### config.mk
export PLATFORM = sky130hd
export DESIGN_NAME = fp_pair_maxnum
export DESIGN_NICKNAME = d
export VERILOG_FILES = /design/src/rtl/fpmx_pkg.sv /design/src/rtl/fpmx_class.sv /design/src/rtl/fpmx_lane.sv /design/src/rtl/fp_pair_maxnum.sv
export SDC_FILE = /design/constraint.sdc
export NUM_CORES = 1
export LEC_CHECK = 0
export BUFFER_PORTS_ARGS = -buffer_cell sky130_fd_sc_hd__buf_2
export CAP_MARGIN = 20
export CORE_MARGIN = 3
export CORE_UTILIZATION = 30
export DETAILED_ROUTE_END_ITERATION = 8
export PLACE_DENSITY = 0.55
export SYNTH_ARGS = -nofsm -noshare
export SYNTH_HDL_FRONTEND = slang
export SYNTH_SLANG_ARGS = --single-unit
### constraint.sdc
create_clock -name clk -period 1.35 [get_ports clk]
set_input_delay 0.27 -clock clk [delete_from_list [all_inputs] [get_ports clk]]
set_output_delay 0.27 -clock clk [all_outputs]
set_load 0.05 [all_outputs]
### src/rtl/fpmx_pkg.sv
package fpmx_pkg;

    localparam int MAX_EW  = 64;
    localparam int NUM_FMT = 3;

    typedef enum logic [1:0] {
        FMT_HALF   = 2'b00,
        FMT_SINGLE = 2'b01,
        FMT_DOUBLE = 2'b10,
        FMT_DBLALT = 2'b11
    } fmt_e;

    // exponent field width for an IEEE-754 binary element
    function automatic int exp_width(input int ew);
        if (ew == 16) return 5;
        if (ew == 32) return 8;
        return 11;
    endfunction

    typedef struct packed {
        logic              vld;
        logic              inv;
        logic [MAX_EW-1:0] res;
    } out_st_t;

endpackage

### src/rtl/fpmx_class.sv
module fpmx_class #(
    parameter int EW = 32
) (
    input  logic [EW-1:0] elem,
    output logic          is_nan,
    output logic          is_snan
);
    localparam int EXW = fpmx_pkg::exp_width(EW);
    localparam int FW  = EW - 1 - EXW;

    logic exp_ones;
    logic frac_nz;

    always_comb begin
        exp_ones = &elem[EW-2:FW];
        frac_nz  = |elem[FW-1:0];
        is_nan   = exp_ones && frac_nz;
        is_snan  = is_nan && !elem[FW-1];
    end

endmodule

### src/rtl/fpmx_lane.sv
module fpmx_lane #(
    parameter int EW = 32
) (
    input  logic [2*EW-1:0] pair,
    input  logic            dn,
    output logic [EW-1:0]   res,
    output logic            inv
);
    localparam int EXW = fpmx_pkg::exp_width(EW);
    localparam int FW  = EW - 1 - EXW;
    localparam logic [EW-1:0] QBIT = EW'(1) << (FW - 1);
    localparam logic [EW-1:0] DNAN = {1'b0, {EXW{1'b1}}, 1'b1, {(FW-1){1'b0}}};

    logic [EW-1:0] a_w, b_w;
    logic          a_nan, a_snan, b_nan, b_snan;
    logic          b_wins;
    logic          nan_out;
    logic [EW-1:0] nan_pick;

    assign a_w = pair[EW-1:0];
    assign b_w = pair[2*EW-1:EW];

    fpmx_class #(.EW(EW)) u_class_a (.elem(a_w), .is_nan(a_nan), .is_snan(a_snan));
    fpmx_class #(.EW(EW)) u_class_b (.elem(b_w), .is_nan(b_nan), .is_snan(b_snan));

    always_comb begin
        // sign-magnitude ordering; ties keep A
        if (a_w[EW-1] != b_w[EW-1]) begin
            b_wins = a_w[EW-1];
        end else if (a_w[EW-1]) begin
            b_wins = b_w[EW-2:0] < a_w[EW-2:0];
        end else begin
            b_wins = b_w[EW-2:0] > a_w[EW-2:0];
        end

        nan_out = a_snan || b_snan || (a_nan && b_nan);

        if (a_snan)      nan_pick = a_w;
        else if (b_snan) nan_pick = b_w;
        else if (a_nan)  nan_pick = a_w;
        else             nan_pick = b_w;

        if (nan_out)     res = dn ? DNAN : (nan_pick | QBIT);
        else if (a_nan)  res = b_w;
        else if (b_nan)  res = a_w;
        else if (b_wins) res = b_w;
        else             res = a_w;

        inv = a_snan || b_snan;
    end

endmodule

### src/rtl/fp_pair_maxnum.sv
module fp_pair_maxnum
    import fpmx_pkg::*;
(
    input  logic                  clk,
    input  logic                  rst_n,
    input  logic                  in_vld,
    input  logic [1:0]            in_fmt,
    input  logic                  in_dn,
    input  logic [2*MAX_EW-1:0]   in_pair,
    output logic                  out_vld,
    output logic [MAX_EW-1:0]     out_res,
    output logic                  out_inv
);
    logic [MAX_EW-1:0] lane_res [NUM_FMT];
    logic              lane_inv [NUM_FMT];

    for (genvar gi = 0; gi < NUM_FMT; gi++) begin : g_lane
        localparam int EW = 16 << gi;
        logic [EW-1:0] r_w;
        fpmx_lane #(.EW(EW)) u_lane (
            .pair (in_pair[2*EW-1:0]),
            .dn   (in_dn),
            .res  (r_w),
            .inv  (lane_inv[gi])
        );
        assign lane_res[gi] = MAX_EW'(r_w);
    end

    out_st_t st_d, st_q;

    always_comb begin
        st_d     = st_q;
        st_d.vld = in_vld;
        if (in_vld) begin
            case (fmt_e'(in_fmt))
                FMT_HALF:   begin st_d.res = lane_res[0]; st_d.inv = lane_inv[0]; end
                FMT_SINGLE: begin st_d.res = lane_res[1]; st_d.inv = lane_inv[1]; end
                default:    begin st_d.res = lane_res[2]; st_d.inv = lane_inv[2]; end
            endcase
        end
    end

    always_ff @(posedge clk or negedge rst_n) begin
        if (!rst_n) st_q <= '0;
        else        st_q <= st_d;
    end

    assign out_vld = st_q.vld;
    assign out_res = st_q.res;
    assign out_inv = st_q.inv;

    a_r2_vld_follows: assert property (@(posedge clk) disable iff (!rst_n)
        in_vld |=> out_vld);
    a_r2_idle_follows: assert property (@(posedge clk) disable iff (!rst_n)
        !in_vld |=> !out_vld);
    a_r9_hold: assert property (@(posedge clk) disable iff (!rst_n)
        !in_vld |=> ($stable(out_res) && $stable(out_inv)));
    a_r1_half_upper_zero: assert property (@(posedge clk) disable iff (!rst_n)
        (out_vld && $past(in_fmt) == 2'b00) |-> (out_res[63:16] == '0));
    a_r1_single_upper_zero: assert property (@(posedge clk) disable iff (!rst_n)
        (out_vld && $past(in_fmt) == 2'b01) |-> (out_res[63:32] == '0));
    a_r7_half_inv_qnan: assert property (@(posedge clk) disable iff (!rst_n)
        (out_vld && out_inv && $past(in_fmt) == 2'b00) |-> (&out_res[14:10] && out_res[9]));
    a_r7_single_inv_qnan: assert property (@(posedge clk) disable iff (!rst_n)
        (out_vld && out_inv && $past(in_fmt) == 2'b01) |-> (&out_res[30:23] && out_res[22]));
    a_r7_double_inv_qnan: assert property (@(posedge clk) disable iff (!rst_n)
        (out_vld && out_inv && $past(in_fmt[1])) |-> (&out_res[62:52] && out_res[51]));

endmodule

After elaboration in Yosys (flattened, before gate mapping) --
Cells that the tools add are included.
Word-level totals: flip-flop bits (word level) 66, bits of input ports 134, output and inout bits 66, word-level logic and storage cells 84
Cells by class: order comparisons 6, eq/ne operators 4, muxes and demuxes 31, reduce and logical (&&, ||, !) cells 40
Operator list (number):
- 2-to-1 mux 64 bit | 8
- 2-to-1 mux 32 bit | 8
- one-hot mux 65 bit (2 select lines) | 1
- 2-to-1 mux 16 bit | 8
- OR reduction 52 bit | 2
- > comparator 63 bit | 1
- less-than comparator 63 bit | 1
- OR reduction 23 bit | 2
- > comparator 31 bit | 1
- less-than comparator 31 bit | 1
- AND reduction 11 bit | 2
- OR reduction 10 bit | 2
- AND reduction 8 bit | 2
- > comparator 15 bit | 1
- logical AND 1 bit | 15
- less-than comparator 15 bit | 1
- AND reduction 5 bit | 2
- zero test 1 bit | 6
- logical OR 1 bit | 6
- 2-to-1 mux 1 bit | 6
- != test 1 bit | 3
- equality test 2 x 1 -> 1 bit (second input constant) | 1
- zero test 2 bit | 1

Logic depth before layout (Yosys ltp) --
Gate-level depths: netlist (run 1).
depth after elaboration 8, depth in mapped cells 14, gate-level depth less buffers 11

By module --
A second synthesis (run 1) with hierarchy kept.
Second synthesis, totals: cell total of the unflattened synthesis 1114, area, all modules 8868.5 sq um
By module, submodules not included:
- fp_pair_maxnum | times used 1, cells each 324, area each 3183.1 sq um, sequential area each 1651.6 sq um
- fpmx_lane (g_lane[2].u_lane) | times used 1, cells each 340, area each 2528.7 sq um, sequential area each 0.0 sq um
- fpmx_lane (g_lane[1].u_lane) | times used 1, cells each 194, area each 1357.6 sq um, sequential area each 0.0 sq um
- fpmx_lane (g_lane[0].u_lane) | times used 1, cells each 170, area each 1163.6 sq um, sequential area each 0.0 sq um
- fpmx_class (g_lane[2].u_lane.u_class_a ...) | times used 2, cells each 24, area each 178.9 sq um, sequential area each 0.0 sq um
- fpmx_class (g_lane[1].u_lane.u_class_a ...) | times used 2, cells each 12, area each 91.3 sq um, sequential area each 0.0 sq um
- fpmx_class (g_lane[0].u_lane.u_class_a ...) | times used 2, cells each 7, area each 47.5 sq um, sequential area each 0.0 sq um

Least setup slack after synthesis (run 1) --
OpenSTA, ideal clock, no wires.
kind input port to flip-flop, start input in_pair[31], end register st_q, in the netlist out_res[0], library setup time 126 ps, arrival 2916 ps, required time 1224 ps, setup slack -1692 ps, cell stages on the path 12, path through clkbuf_1 inv_1 ha_1 a21oi_1 o21ai_1 a221oi_2 a21boi_1 o41ai_2 mux2i_2 a2111oi_4 a221o_1 a221o_1
Between the ends: word-level cells in the longest chain between the ends 8
RTL lines:
- start: declaration | line fp_pair_maxnum.sv:9 | input logic [2*MAX_EW-1:0] in_pair,
- > comparator 63 bit, or another cell as far along | line fpmx_lane.sv:33 | b_wins = b_w[EW-2:0] > a_w[EW-2:0];
- 2-to-1 mux 1 bit or logical AND 1 bit (tied branches) | line fpmx_lane.sv:30, fpmx_class.sv:17
- 2-to-1 mux 1 bit or 2-to-1 mux 64 bit (tied branches) | line fpmx_lane.sv:28, fpmx_lane.sv:40
- 2-to-1 mux 64 bit, on equally long branches | line fpmx_lane.sv:46, fpmx_lane.sv:39
- 2-to-1 mux 64 bit, on equally long branches | line fpmx_lane.sv:45, fpmx_lane.sv:38
- 2-to-1 mux 64 bit, on equally long branches | line fpmx_lane.sv:44, fpmx_lane.sv:43
- 2-to-1 mux 64 bit | line fpmx_lane.sv:43 | if (nan_out) res = dn ? DNAN : (nan_pick | QBIT);
- one-hot mux 65 bit (2 select lines) (*) | line fp_pair_maxnum.sv:35 | case (fmt_e'(in_fmt))
- end signal: assignment | line fp_pair_maxnum.sv:45 | else st_q <= st_d;
- end: declaration | line fp_pair_maxnum.sv:29 | out_st_t st_d, st_q;
Every way passes the cells marked *; elsewhere a longest branch is shown, timed or not. A chain may end at the register's enable or synchronous reset.

Worst setup path in the final report (run 1) --
start input in_pair[5], end register st_q, in the netlist out_res[0]
Between the ends: word-level cells in the longest chain between the ends 8
RTL lines:
- > comparator 63 bit, or another cell as far along | line fpmx_lane.sv:33
- 2-to-1 mux 1 bit or logical AND 1 bit (tied branches) | line fpmx_lane.sv:30, fpmx_class.sv:17
- 2-to-1 mux 1 bit, or another cell as far along | line fpmx_lane.sv:28 | if (a_w[EW-1] != b_w[EW-1]) begin
- 2-to-1 mux 64 bit, or another cell as far along | line fpmx_lane.sv:46 | else if (b_wins) res = b_w;
- 2-to-1 mux 64 bit, or another cell as far along | line fpmx_lane.sv:45 | else if (b_nan) res = a_w;
- 2-to-1 mux 64 bit, or another cell as far along | line fpmx_lane.sv:44 | else if (a_nan) res = b_w;
- 2-to-1 mux 64 bit, or another cell as far along | line fpmx_lane.sv:43
- one-hot mux 65 bit (2 select lines) (*) | line fp_pair_maxnum.sv:35
Marked as above.

==> results.md, run 1 <==
* Status: finished, violations left
* Violated checks: negative setup slack
* Synth area leaders: dfrtp_1 22%, ha_1 19%, a21oi_1 5.3%, o21ai_0 4.2%, mux2i_1 4.1%
* Crit path launch type: input pin
* Hold Crit Class: input pin to flip-flop
* DP HPWL at 32090 µm
* Synthesized flop and latch total at 66
* Fin. Hold Viols at 0
* CP cell instances: buf_2 > inv_2 > ha_2 > nand4_1 > a21oi_1 > o31ai_1 > buf_4 > a21oi_2 > o41ai_2 > mux2i_2 > a2111oi_4 > buf_6 > buf_6 > a221o_1 > a221o_1
* LEAKAGE at 6.403 nW
* Slowest CP cell: o41ai_2
* Final setup fails at 65
* Nets@finish at 1683
* Die X at between 150 and 200 µm
* Starting Density at 0.3069
* Post-synthesis sequential area ratio at 0.2207
* TritonCTS clock tree: built
* Top cells by count, synth: 112 x ha_1, 80 x a21oi_1, 80 x inv_1
* Fillers at 2116
* GRT busiest layer: met2
* Vias post-DR at just over 10000
* Routed Antenna Nets at 0
* CTS max path bufs at 2
* Tcrit/Tclk final at 2.168
* Clk network pwr share at 0.267
* Core area at around 24000 µm²
* Iteration-0 DRC Markers at around 1100
* Met1 Track Usage GR at 0.3933
* Tmin final at 2.927 ns
* Grt met2 use at 0.5004
* First-pass GRT wire length at 62120 µm
* Kind of critical path: input pin to flip-flop
* Met3 GRT Util at 0.05523
* RSZ-0062 raised after global routing: true
* Power consumption at between 10 and 15 mW
* CP Capture Type: flip-flop
* Post-Syn Area at 7485 µm²
* Clk root buf: clkbuf_16
* Post-synth top area share at 0.2207
* Drc violations at 0
* PnR worst setup slack at -1.577 ns
* Drt wl/cell at 23.99 µm
* Peak supply drop at 0.4904 mV
* Worst stage delay on the critical path at 0.40 ns
* Initial antenna violation count at 0
* P_int at 6.464 mW
* Total GRT Usage at 0.3064
* Port bufs at 199
* DP Worst Slack at -1.961 ns
* Most frequent cell after synthesis: ha_1
* Highest Clock Rate at approximately 340 MHz
* Clock Skew at 0 ns
* NetSw at 4.550 mW
* Clk sinks at between 60 and 70
* Net Count, Synth at 1137
* Core Rows at 57
* CP Data Required Time at 1.58 ns
* Critical Path AT at 3.16 ns
* Largest area contributor in the netlist: dfrtp_1
* Worst Max-Slew Pin Slew at 0.6008 ns
* EDFF count, synth at 0
* Logic pwr share at 0.510
* Die ar. at between 20000 and 30000 µm²
* Post-DR vias/cell at roughly 5.8
* CTS buffer count at 9
* Clock Pin Slew Worst Setup and Hold Paths at 0.06 ns
* Async SR Flop Fraction at 1.000
* Max H-tree Level at 3
* Remaining Overflow, GRT at 0
* I/O pin total at 200
* Routed wire length at 42370 µm
* Die Ht at 164.0 µm
* Count of pins over their slew limit at 0
* Power per cell area at 777.5 nW/µm²
* Clk_lat worst skew at between 0.3 and 0.4 ns
* Layout cells sized above 1 at 0.5818
* Power share of the sequential group at 0.223
* Mean Syn Cell Area at 8.400 µm²
* Switch share at 0.4131
* Critical path peak fanout at 5
* Max-cap violation count at 0
* Commonest register cell after synthesis: dfrtp_1
* Vias in the first global route at between 10000 and 15000
* Area grow syn2layout at 89.27%
* Largest net degree at the start of global routing at 67
* Cells after Synth at between 800 and 900
* Slew HR at 0.5957
* RD Place Congestion at 0.9820
* N_diodes at 0
* First drt pass iteration count at 9
* YS warnings at 0
* Count of cell types in the netlist at 76
what timing repair did:
action,in CTS,in global routing
endpoints found under the hold margin,66,0
cloned,7,0
setup buffers,38,19
setup endpoints to repair,65,65
gates resized for setup,313,69
hold buffers,1,0
pin swaps,132,55
power groups by stage:
| stage | registers [mW] | logic [mW] | clock network [mW] |
|---|---|---|---|
| 2_1_floorplan | 3.36 | 1.56 | 0 |
| 3_3_place_gp | 2.48 | 4.51 | 0 |
| 3_5_place_dp | 2.47 | 4.56 | 0 |
| 4_1_cts | 2.45 | 5.32 | 2.94 |
| 5_1_grt | 2.47 | 5.92 | 3.01 |
| 6_report | 2.46 | 5.61 | 2.94 |
worst paths after layout:
kind / slack [ns] / to / start / cells after the start
worst max-delay path: -1.58 / out_res[0] / in_pair[5] / 15
worst min-delay path: 0.25 / out_res[21] / in_pair[85] / 3
worst max register to register: 0.15 / out_res[0] / out_res[0] / 3
worst min register to register: 0.50 / out_res[52] / out_res[52] / 2
max in group asynchronous: 0.49 / out_res[23] / rst_n / 3
min in group asynchronous: 0.45 / out_res[1] / rst_n / 3
registers in the layout, summed over array words and instances, names as in the netlist:
register,cells
out_inv,1
out_res,64
out_vld,1
cells in the final DEF (no fill, tap or decap), types with 10 or more instances in the layout:
cell type	instances
buf_2	144
ha_4	59
o21ai_1	53
inv_1	36
inv_2	27
mux2_2	12
buf_6	68
nor2_1	23
nand4_1	35
nand2_1	54
a21boi_0	12
nor4_4	10
buf_4	321
a21oi_1	59
a22oi_1	20
mux2i_1	28
inv_4	17
o21ai_0	20
a21oi_2	19
nor4_2	15
a222oi_1	12
a22oi_2	11
nand3_1	22
ha_1	51
o21a_1	10
buf_8	11
buf_12	18
dfrtp_1	66
final cells by class:
| cell class | instances | area, µm² | share of cell area |
|---|---|---|---|
| Tap cell | 324 | 405.4 | 0.02862 |
| Inverter | 83 | 375.4 | 0.02650 |
| Multi-Input combinational cell | 709 | 6833 | 0.4823 |
| Timing Repair Buffer | 568 | 4549 | 0.3211 |
| Clock buffer | 10 | 239.0 | 0.01687 |
| Sequential cell | 66 | 1652 | 0.1166 |
| Clock inverter | 6 | 112.6 | 0.007949 |
worst max-delay path, delay by kind of cell:
kind / cells / cell delay [ns]
AO/OA/AOI/OAI: 7 / 1.44
buffers and inverters: 5 / 0.63
adder cells (fa/ha/maj): 1 / 0.29
multiplexers: 1 / 0.39
AND/OR/NAND/NOR: 1 / 0.14
kinds of logic (layout without fill, tap and decap cells):
family / Yosys count / count (layout) / synth area share
flip-flops: 66 / 66 / 0.2207
AND/OR/NAND/NOR: 230 / 230 / 0.1658
adder cells (fa/ha/maj): 112 / 112 / 0.1872
AO/OA/AOI/OAI: 323 / 323 / 0.2999
multiplexers: 44 / 44 / 0.06135
buffers and inverters: 116 / 667 / 0.06503
through the flow:
stage	instance area (µm²)	instances	hold slack (ns)	utilization	TNS (ns)
2_1_floorplan	7881	891	-0.02559	-	-81.70
6_report	14170	1766	0.2492	0.5808	-93.03
5_1_grt	14170	1766	0.2597	0.5808	-97.93
4_1_cts	13730	1752	0.2410	0.5631	-84.48
3_3_place_gp	11520	1692	0.3251	0.4723	-117.94
3_5_place_dp	11520	1692	0.3280	0.4723	-121.02
routing by layer:
layer  share of wire  vias up
met5               0        -
met3           0.093      158
met2            0.46      625
met4           0.053        0
li1                -     4561
met1            0.40     4953
No activity file was read; power rests on OpenSTA's default activity.
==> run 2: changes to the inputs <==
SKIP_CTS_REPAIR_TIMING = 1   (was not set)
==> run 2 against run 1 <==
Effect of this change: the flow still finishes with violations (negative setup slack); cell count decreased by 1.1%; non-clock buffer count is 20 lower; first-iteration DRC count up 0.44%; critical path type unchanged; largest cell class unchanged.
==> results.md, run 2 (synthesis results as in run 1) <==
* Worst stage delay on the critical path at between 0.4 and 0.5 ns
* Core area at 24390 µm²
* Clk sinks at 66
* RD Place Congestion at ~0.98
* Kind of critical path: input pin to flip-flop
* Slowest CP cell: o41ai_2
* Final setup fails at between 60 and 70
* Power per cell area at around 800 nW/µm²
* Vias post-DR at 10130
* Die ar. at 26880 µm²
* Iteration-0 DRC Markers at about 1100
* Initial antenna violation count at 0
* Tcrit/Tclk final at 2.151
* CTS max path bufs at 2
* Die Ht at about 160 µm
* TritonCTS clock tree: built
* CTS buffer count at 9
* Remaining Overflow, GRT at 0
* Fillers at 2181
* Max reg flops at 64
* Area grow syn2layout at 83.78%
* Post-DR vias/cell at 5.803
* Most common cell after layout, fill and taps aside: buf_4
* Clock Pin Slew Worst Setup and Hold Paths at 0.06 ns
* CP Capture Type: flip-flop
* Slew HR at 0.6375
* Nets@finish at 1663
* Violated checks: negative setup slack
* Total GRT Usage at 0.2803
* Worst Max-Slew Pin Slew at 0.5388 ns
* Vias in the first global route at 9456
* Count of pins over their slew limit at 0
* First-pass GRT wire length at around 56000 µm
* Crit path launch type: input pin
* Critical path peak fanout at 7
* Max H-tree Level at 3
* Post-layout util at 0.5640
* Clk_lat worst skew at between 0.3 and 0.4 ns
* DP Cell Count at 1692
* CP cell instances: buf_6 > inv_1 > ha_1 > nand4_1 > buf_4 > nor3_2 > a221oi_2 > a21boi_2 > o41ai_2 > mux2i_2 > a2111oi_4 > buf_6 > buf_6 > a222oi_1 > o21ai_2
* N_diodes at 0
* Non-filler cells, final at 1746
* DP Worst Slack at -1.961 ns
* DP Area at 11520 µm²
* Tmin final at 2.904 ns
* CP Data Required Time at 1.57 ns
* PnR worst setup slack at -1.554 ns
* Routed wire length at between 40000 and 50000 µm
* Max-cap violation count at 0
* CP dominant cell by count: buf_6
* I/O pin total at 200
* Status: finished, violations left
* Design Area, Final at 13760 µm²
* LEAKAGE at approximately 6.3 nW
* Port bufs at 199
* Commonest cells after routing, fill and taps aside: 303 x buf_4, 168 x buf_2, 66 x dfrtp_1
* Clock Skew at 0 ns
* Peak supply drop at between 0.5 and 0.6 mV
* Starting Density at 0.3069
* DP HPWL at 32090 µm
* Drc violations at 0
* Clk root buf: clkbuf_16
* First drt pass iteration count at 7
* Die X at 164.0 µm
* Layout cells sized above 1 at 0.5682
* Routed Antenna Nets at 0
* Core Rows at 57
* Drt wl/cell at 23.72 µm
* Critical Path AT at 3.12 ns
* RSZ-0062 raised after global routing: true
* Largest net degree at the start of global routing at 67
* Hold Crit Class: input pin to flip-flop
* Fin. Hold Viols at 0
* Highest Clock Rate at between 300 and 400 MHz
[run 2: changes by cell type in the layout (fill, tap and decap cells not counted), moves of 7 or more]
cell,previous run,this run
buf_2,144,168
o21ai_1,53,32
buf_4,321,303
o21ai_0,20,38
buf_6,68,52
inv_4,17,6
ha_1,51,59
inv_1,36,44
a21oi_2,19,12
ha_4,59,52
[run 2: path summary, 6_finish.rpt]
kind	start	end	slack (ns)	cells after the start
max in group asynchronous	rst_n	out_res[23]	0.51	3
setup / recovery	in_pair[39]	out_res[21]	-1.55	15
hold / removal	in_pair[72]	out_res[8]	0.26	4
hold reg to reg	out_res[52]	out_res[52]	0.50	2
setup reg to reg	out_res[0]	out_res[0]	0.12	3
min in group asynchronous	rst_n	out_res[4]	0.47	3
[run 2: layer usage]
metal,part of all wire,vias to the layer above,track usage
met4,0.047,0,0.09227
met2,0.46,605,0.4647
li1,-,4517,-
met3,0.085,141,0.04010
met1,0.41,4869,0.3748
met5,0,-,0
[run 2: power breakdown]
| group | total [mW] | switching (mW) | internal (mW) | leakage [nW] |
|---|---|---|---|---|
| Clock | 2.93 | 1.06 | 1.87 | 0.173 |
| Sequential | 2.45 | 0.210 | 2.24 | 0.839 |
| Combinational | 5.43 | 3.23 | 2.20 | 5.26 |
| Total | 10.8 | 4.50 | 6.31 | 6.27 |
[run 2: metrics by stage]
stage / total power, mW / hold slack [ns] / TNS, ns
2_1_floorplan: 4.921 / -0.02559 / -81.70
3_3_place_gp: 6.983 / 0.3251 / -117.94
3_5_place_dp: 7.030 / 0.3280 / -121.02
4_1_cts: 9.958 / -0.06408 / -97.95
5_1_grt: 11.20 / 0.2579 / -99.78
6_report: 10.81 / 0.2618 / -95.18
[run 2: worst max-delay path: cells and delay by family]
family | cells | cell delay, ns
compound gates | 6 | 1.42
buf+inv | 5 | 0.58
mux | 1 | 0.37
fa+ha+maj | 1 | 0.29
simple gates | 2 | 0.18
[run 2: layout make-up]
class                           instances  area [µm²]  share of cell area
Inverter                               83       352.8             0.02565
Clock inverter                          6       112.6            0.008186
Clock buffer                           10       239.0             0.01737
Tap cell                              324       405.4             0.02947
Sequential cell                        66        1652              0.1201
Timing Repair Buffer                  548        4174              0.3034
Multi-Input combinational cell        709        6820              0.4958
==> run 3: changes to the inputs <==
CORE_ASPECT_RATIO = 0.6   (was not set)
==> run 3 against run 2 <==
Effect of this change: utilization shrank 0.36 points; sequential power is essentially flat; critical path depth up 2; the run still ends with negative setup slack left; largest power group unchanged; clock skew unchanged; register-to-register slack improved by 0.06 ns; sequential cell count stayed put; highest routed layer is now met5; fmax rose by 1.0%; sequential share of layout area is 0.11 points higher; global-route usage increased by 2.6 points; cell area is 0.86% lower; via count is 2.7% lower; hold slack lost 0.11 ns.
==> results.md, run 3 (synthesis results as in run 1) <==
* Die ar. at ~27000 µm²
* RR Endpoint: out_res[0]
* Remaining Overflow, GRT at 0
* Slew HR at 0.5317
* CP Capture Type: flip-flop
* Area grow syn2layout at 82.20%
* Routed Antenna Nets at 0
* GRT busiest layer: met1
* Hold endpoint: out_vld
* DP HPWL at 35920 µm
* Hold_ws at roughly 0.15 ns
* Layout cells sized above 1 at 0.5553
* Violated checks: negative setup slack
* Post-DR vias/cell at 5.695
* Count of pins over their slew limit at 0
* Post-layout util at 0.5604
* CTS buffer count at 9
* RSZ-0062 raised after global routing: true
* Hold path startpoint: in_vld
* Clk_lat worst skew at 0.35 ns
* Vias in the first global route at 9218
* Clk sinks at 66
* Switch share at 0.4373
* Max H-tree Level at 3
* P_int at 5.872 mW
* Power share of the sequential group at 0.236
* CP Data Required Time at roughly 1.6 ns
* Kind of critical path: input pin to flip-flop
* PnR worst setup slack at -1.525 ns
* Largest net degree at the start of global routing at 25
* Worst Max-Slew Pin Slew at 0.6960 ns
* Tmin final at 2.875 ns
* Critical path peak fanout at 6
* I/O pin total at 200
* Most common cell after layout, fill and taps aside: buf_4
* Power consumption at 10.44 mW
* DP Area at approximately 12000 µm²
* Vias post-DR at a little under 10000
* Reg2Reg Depth at 3
* Die X at around 210 µm
* Met1 Track Usage GR at 0.4714
* Hold Crit Class: input pin to flip-flop
* Final setup fails at 66
* Initial antenna violation count at 0
* Die Ht at approximately 130 µm
* Critical Path AT at 3.11 ns
* Core area at between 20000 and 25000 µm²
* Nets@finish at 1651
* Highest Clock Rate at about 350 MHz
* Iteration-0 DRC Markers at between 1000 and 1500
* Starting Density at 0.3076
* Clk network pwr share at 0.244
* Met3 GRT Util at 0.1425
* First drt pass iteration count at 6
* Drt wl/cell at 25.66 µm
* Worst r2r src: out_res[0]
* TritonCTS clock tree: built
* Core Rows at 44
* RD Place Congestion at 1.039
* Commonest cells after routing, fill and taps aside: 302 x buf_4, 168 x buf_2, 65 x dfrtp_1
* Crit path launch type: input pin
* Port bufs at about 200
* Clock Skew at 0 ns
* Drc violations at 0
* Power per cell area at roughly 770 nW/µm²
* Hold-critical path depth at 2
* Tcrit/Tclk final at 2.129
* Design Area, Final at between 10000 and 15000 µm²
* Fin. Hold Viols at 0
* Max reg flops at 64
* Total GRT Usage at 0.3066
* Grt met2 use at 0.3849
* LEAKAGE at 6.186 nW
* Clk root buf: clkbuf_16
* R2r setup slk at ~0.18 ns
* Status: finished, violations left
* Logic pwr share at 0.520
* Peak supply drop at 0.6048 mV
* CTS max path bufs at 2
* N_diodes at 0
* Clock Pin Slew Worst Setup and Hold Paths at about 0.060 ns
* NetSw at approximately 4.6 mW
* Routed wire length at 44450 µm
* Max-cap violation count at 0
* First-pass GRT wire length at 60570 µm
* Setup TNS at -91.04 ns
==> run 3: changes by cell type in the layout (fill, tap and decap cells not counted), moves of 6 or more <==
cell	delta
buf_6	-13
o21ai_2	-6
a22oi_1	-7
nand2_1	+6
nor4_4	+9
nand2_2	-6
a22oi_2	+7
o21ai_1	+6
nor4_2	-6
==> run 3: worst max-delay path by stage <==
stage	start	endpoint	slack, ns	cells past startpoint
after floorplan	in_pair[20]	out_res[0]	-1.42	10
after global placement	in_pair[30]	out_res[14]	-2.05	15
after detailed placement	in_pair[27]	out_res[15]	-2.01	17
after CTS	in_pair[27]	out_res[15]	-1.66	17
after global routing	in_pair[61]	out_res[15]	-1.62	16
final	in_pair[61]	out_res[9]	-1.52	17
==> run 3: cell type report <==
cell class                      count  area, µm²
Clock buffer                       12      246.5
Fill cell                        2246      10700
Clock inverter                      4      51.30
Multi-Input combinational cell    709       6927
Timing Repair Buffer              536       4005
Inverter                           83      351.6
Tap cell                          322      402.9
Sequential cell                    66       1653
==> run 3: critical path, stage by stage <==
cell and delay [ns]:
buf_2 0.12, inv_1 0.08, ha_4 0.24, buf_4 0.13, a21oi_1 0.14, nand2_1 0.09
a21oi_2 0.17, buf_6 0.14, nand3_2 0.09, o41ai_4 0.36, mux2i_2 0.35, a2111oi_4 0.13
buf_12 0.17, buf_6 0.14, buf_4 0.15, a221oi_2 0.22, o211ai_1 0.10
==> run 3: power by group through the flow <==
stage	clock, mW	sequential, mW	combinational (mW)
after floorplan	0	3.36	1.56
after global placement	0	2.48	4.60
after detailed placement	0	2.47	4.63
after CTS	2.59	2.44	4.64
after global routing	2.66	2.49	5.73
final	2.55	2.46	5.42
==> run 3: metal layers <==
metal  up-vias  share of wire
met5         -         0.0026
met4         2          0.012
met3        39           0.15
met2       585           0.36
met1      4733           0.48
li1       4504              -
==> run 3: stage by stage <==
stage / std cells / setup slack [ns]
3_3_place_gp: 1689 / -2.051
6_report: 1732 / -1.525
4_1_cts: 1705 / -1.661
2_1_floorplan: 891 / -1.418
3_5_place_dp: 1689 / -2.012
5_1_grt: 1732 / -1.617
